**src/rtl/ctl_serial_port.sv**
```systemverilog
module ctl_serial_port #(
  parameter int SYNC_STAGES = 2,
  parameter int REG_BITS    = 8
) (
  input  logic clk,
  input  logic rst_n,
  input  logic ser_shift,
  input  logic ser_data,
  input  logic ser_latch,
  output logic fmt_lsb_just,
  output logic word_18b,
  output logic mclk_384,
  output logic cmd_reset
);
  localparam int FMT_BIT   = 0;
  localparam int WL_BIT    = 1;
  localparam int RATIO_BIT = 2;
  localparam int CMD_BIT   = REG_BITS - 1;
  localparam int PIPE      = SYNC_STAGES + 1;

  logic [PIPE-1:0]     shift_p, data_p, latch_p;
  logic [REG_BITS-1:0] shreg;
  logic                shift_rise, latch_rise, data_bit;

  always_ff @(posedge clk or negedge rst_n) begin
    if (!rst_n) begin
      shift_p <= '1;
      data_p  <= '1;
      latch_p <= '1;
    end else begin
      shift_p <= {shift_p[PIPE-2:0], ser_shift};
      data_p  <= {data_p[PIPE-2:0],  ser_data};
      latch_p <= {latch_p[PIPE-2:0], ser_latch};
    end
  end

  assign shift_rise = shift_p[PIPE-2] & ~shift_p[PIPE-1];
  assign latch_rise = latch_p[PIPE-2] & ~latch_p[PIPE-1];
  assign data_bit   = data_p[PIPE-2];

  always_ff @(posedge clk or negedge rst_n) begin
    if (!rst_n) begin
      shreg        <= '0;
      fmt_lsb_just <= 1'b0;
      word_18b     <= 1'b0;
      mclk_384     <= 1'b0;
      cmd_reset    <= 1'b0;
    end else begin
      cmd_reset <= 1'b0;
      if (shift_rise)
        shreg <= {shreg[REG_BITS-2:0], data_bit};
      if (latch_rise) begin
        if (shreg[CMD_BIT]) begin
          shreg        <= '0;
          fmt_lsb_just <= 1'b0;
          word_18b     <= 1'b0;
          mclk_384     <= 1'b0;
          cmd_reset    <= 1'b1;
        end else begin
          fmt_lsb_just <= shreg[FMT_BIT];
          word_18b     <= shreg[WL_BIT];
          mclk_384     <= shreg[RATIO_BIT];
        end
      end
    end
  end
endmodule

```
**config.mk**
```make
export PLATFORM = sky130hd
export DESIGN_NAME = ctl_serial_port
export DESIGN_NICKNAME = d
export VERILOG_FILES = /design/src/rtl/ctl_serial_port.sv
export SDC_FILE = /design/constraint.sdc
export NUM_CORES = 1
export LEC_CHECK = 0
export ABC_AREA = 1
export ABC_CLOCK_PERIOD_IN_PS = 1700
export BUFFER_PORTS_ARGS = -buffer_cell sky130_fd_sc_hd__buf_4
export CAP_MARGIN = 10
export CORE_MARGIN = 1.5
export CORE_UTILIZATION = 55
export CTS_BUF_LIST = sky130_fd_sc_hd__clkbuf_4 sky130_fd_sc_hd__clkbuf_8 sky130_fd_sc_hd__clkbuf_16
export DETAILED_ROUTE_END_ITERATION = 8
export PLACE_DENSITY = 0.76
export SLEW_MARGIN = 20
export SYNTH_ARGS = -nofsm -noshare
export SYNTH_HDL_FRONTEND = slang
export SYNTH_SLANG_ARGS = --single-unit
```
**constraint.sdc**
```tcl
create_clock -name clk -period 1.7 [get_ports clk]
set_input_delay 0 -clock clk [delete_from_list [all_inputs] [get_ports clk]]
set_output_delay 0 -clock clk [all_outputs]
set_load 0.02 [all_outputs]
```
Word-level counts from Yosys, hierarchy flattened
Index checks and enable logic that the tools add are counted.
{"block": "op_classes", "n_mux": 8, "n_bitwise": 4}
{"cell": "8-bit two-way mux", "count": 3}
{"cell": "1-bit two-way mux", "count": 5}
{"cell": "1-bit bitwise AND", "count": 2}
{"cell": "1-bit inverter", "count": 2}
{"block": "word_totals", "regBits": 20, "inputBits": 5, "output_inout_bits": 4, "elab_cells": 20}

Longest topological paths before layout
{"block": "depth", "word_depth": 5, "ltp_mapped": 5, "ltp_nobuf": 4}

Worst setup path before layout
OpenSTA, ideal clock, no wires.
{"block": "synth_path", "path_kind": "reg2reg", "start": "register shift_p[1]", "end": "register shreg[0]", "setup_ns": 0.071, "arrival_time_ns": 0.934, "required_time_ns": 1.629, "path_slack_ns": 0.694, "path_stages_with_launch": 6, "path_buffers": 1, "cell_sequence": "dfstp_2 buf_6 inv_4 nor2_4 nor2_1 nor2_1"}
{"block": "synth_between", "elab_chain_cells": 4}
{"element": "start: declaration", "line_no": "21", "rtl": "logic [PIPE-1:0] shift_p, data_p, latch_p;"}
{"element": "start signal: assignment", "line_no": "31", "rtl": "shift_p <= {shift_p[PIPE-2:0], ser_shift};"}
{"element": "1-bit bitwise AND *", "line_no": "37", "rtl": "assign shift_rise = shift_p[PIPE-2] & ~shift_p[PIPE-1];"}
{"element": "8-bit two-way mux *", "line_no": "50", "rtl": "if (shift_rise)"}
{"element": "8-bit two-way mux", "line_no": "53", "rtl": "if (shreg[CMD_BIT]) begin"}
{"element": "8-bit two-way mux *", "line_no": "52", "rtl": "if (latch_rise) begin"}
{"element": "end signal: assignment", "line_no": "51", "rtl": "shreg <= {shreg[REG_BITS-2:0], data_bit};"}
{"element": "end: declaration", "line_no": "22", "rtl": "logic [REG_BITS-1:0] shreg;"}
Mark *: on every way between the ends. The rest lies on a longest branch, timed or not.
A chain may end at the register's enable or synchronous reset.

Final worst setup path
{"block": "layout_path", "start": "register shift_p[1]", "end": "register shreg[4]"}
Same word-level chain as after synthesis.

==> run summary <==
Die X: 40.3 um
Area growth syn-to-layout: 18.8%
Crit path top cell by count: nor2_1
Share of layout cells above drive strength 1: 26.9%
DRC: 0
Post-DRT Antenna Nets: 0
Relative slew slack: 84.2%
Int Power: 779 uW
Cells along the critical path: inv_4 -> nor2_4 -> nor2_1 -> nor2_1
Crit. End Element: register
Avg Inst Size Synth: 9.82 um2
PortBufs: 8
Die area: 1620 um2
Synth Area in Compound Gates: 1.96%
Synth warnings: 0
Starting DRC count in detailed routing: 9
Xor/xnor share of the synthesized area: 0%
Post-DP HPWL: 822 um
Critical path launch point type: register
Slew Limit Fails: 0
WP data required: 1.94 ns
Leak: 0.000484 uW
Slowest cell on crit path: dfstp_2
Largest net degree at the start of global routing: 21
Wire per inst: 11.8 um
Ports: 9
Row cnt: 13
Synth Register Bits: 20
Initial Util: 58.8%
Synth top area share: 39.2%
Adder-Cell Fraction of Synth Area: 0%
Cell type with the largest total area after synthesis: dfrtp_1
Slew @ Worst Pin: 0.238 ns
Most common cell after layout, fill and taps aside: nor2_1
RSZ-0062 raised after global routing: no
Synth Area in Simple Gates: 23.2%
Root Driver: clkbuf_4
Final hold vios: 0
Clock sinks: 20
Mapped Area: 766 um2
GRT Total Usage: 20.4%
Vias per Instance: 4.84
Clock buffer depth: 2
Gr ovfl total: 0
Max VDD drop: 0.656 mV
P_sw: 308 uW
Final Util: 69.9%
Fmax: 890 MHz
Max incr delay on CP: 0.66 ns
CP Class: register to register
Synth area leaders: dfrtp_1 39%, dfstp_2 27%, nor2_1 7.8%
First-pass GRT wire length: 1990 um
Initial antenna violation count: 0
Sequential share of power: 56.5%
Post-synthesis cell type count: 12
Most frequent cells in the layout: 16 x nor2_1, 15 x nand2_1, 12 x dfrtp_1, 10 x inv_1
Final Critical Period: 1.12 ns
Pwr Total: 1090 uW
CTS tree: built
Final Skew: 0.00623 ns
Diodes inserted: 0
Core area: 1300 um2
Final WL: 1280 um
Total number of vias: 523
Logic pwr share: 19.1%
Switching Fraction: 28.3%
Clk pwr share: 24.4%
Tcrit/Tclk final: 66.1%
H-tree depth: 1
Clock-pin slew on the worst setup and hold paths: 0.10 ns
Worst EP arrival: 1.36 ns
Gpl congestion: 0.783
Gates resized, CTS repair: 0
Min-delay worst type: input pin to asynchronous set/reset pin
NumNets Final: 99
Post-CTS Repair Setup Buffers: 0
Mux contribution to synthesized area: 0%
Syn Inst Count: 78
Outcome: completed
Latest clock arrival within the worst-skew pair: 0.30 ns
Crit Path Max Fanout: 10
Mapped Nets: 83
Vias in the first global route: 476
TritonCTS Buffers: 3
Setup tns final: 0 ns
Finish-stage setup viols: 0
Cts-stage hold buffer count: 4
Number of max-cap violations: 0
Largest family of logic cells by synthesized area: simple AND/OR/NAND/NOR gates
TritonRoute pass-1 iters: 4
Power per cell area: 1200 nW/um2
Register area share after synthesis: 66.7%
DIE HEIGHT: 40.3 um
==> layout make-up <==
class / instances / area (um2)
Clock buffer: 4 / 36.3
Fill cell: 101 / 392
Inverter: 13 / 51.3
Multi-Input combinational cell: 44 / 193
Sequential cell: 20 / 510
Tap cell: 15 / 18.8
Timing Repair Buffer: 12 / 100
==> cells in the mapped netlist <==
| cell type | number |
|---|---|
| nand3_1 | 8 |
| nand2_1 | 15 |
| buf_6 | 1 |
| o21ai_1 | 3 |
| dfrtp_1 | 12 |
| inv_1 | 10 |
| inv_4 | 1 |
| nand3_2 | 1 |
| nor2_1 | 16 |
| dfstp_2 | 8 |
| nor2_4 | 1 |
| inv_2 | 2 |
==> metal layers <==
metal / track usage [%] / share of wire [%] / up-vias
li1: - / - / 263
met1: 23.2 / 43 / 241
met2: 33.1 / 51 / 15
met3: 6.67 / 4.6 / 4
met4: 12.5 / 1.3 / 0
met5: 0 / 0 / -
==> registers in the layout, summed over array words and instances, names as in the netlist <==
signal	cells
word_18b	1
shreg	8
cmd_reset	1
shift_p	3
data_p	2
latch_p	3
mclk_384	1
fmt_lsb_just	1
==> through the flow <==
stage	std cells	hold WS, ns	worst slack [ns]	instance area [um2]
final	108	0.0908	0.577	910
after global routing	108	0.109	0.471	910
after CTS	108	0.0897	0.581	910
after detailed placement	100	-0.114	0.591	833
after global placement	100	-0.115	0.643	833
after floorplan	78	-0.296	0.694	766
==> cells by family after synthesis <==
family / after synthesis
compound gates: 3
buf+inv: 14
flops: 20
simple gates: 41
==> critical path, delay by kind of cell, from the launching register on <==
family        cells  cell delay, ns
simple gates      3            0.36
flops             1            0.66
buf+inv           1            0.05
==> final timing paths <==
path                       slack, ns        from    endpoint  cells past startpoint
min in group clk                0.34   ser_latch  latch_p[0]                      2
min                             0.09       rst_n    mclk_384                      2
min reg2reg                     0.37   data_p[0]   data_p[1]                      0
max in group asynchronous       1.34       rst_n  shift_p[1]                      2
max                             0.58  shift_p[1]    shreg[4]                      4
max reg2reg                     0.58  shift_p[1]    shreg[4]                      4
==> power groups by stage <==
| stage | Combinational, uW | Sequential (uW) | Clock [uW] |
|---|---|---|---|
| CTS | 209 | 614 | 279 |
| global placement | 193 | 617 | 0 |
| floorplan | 113 | 631 | 0 |
| detailed placement | 199 | 621 | 0 |
| global route | 236 | 624 | 301 |
| finish | 207 | 614 | 266 |
(Power assumes the default switching activity.)
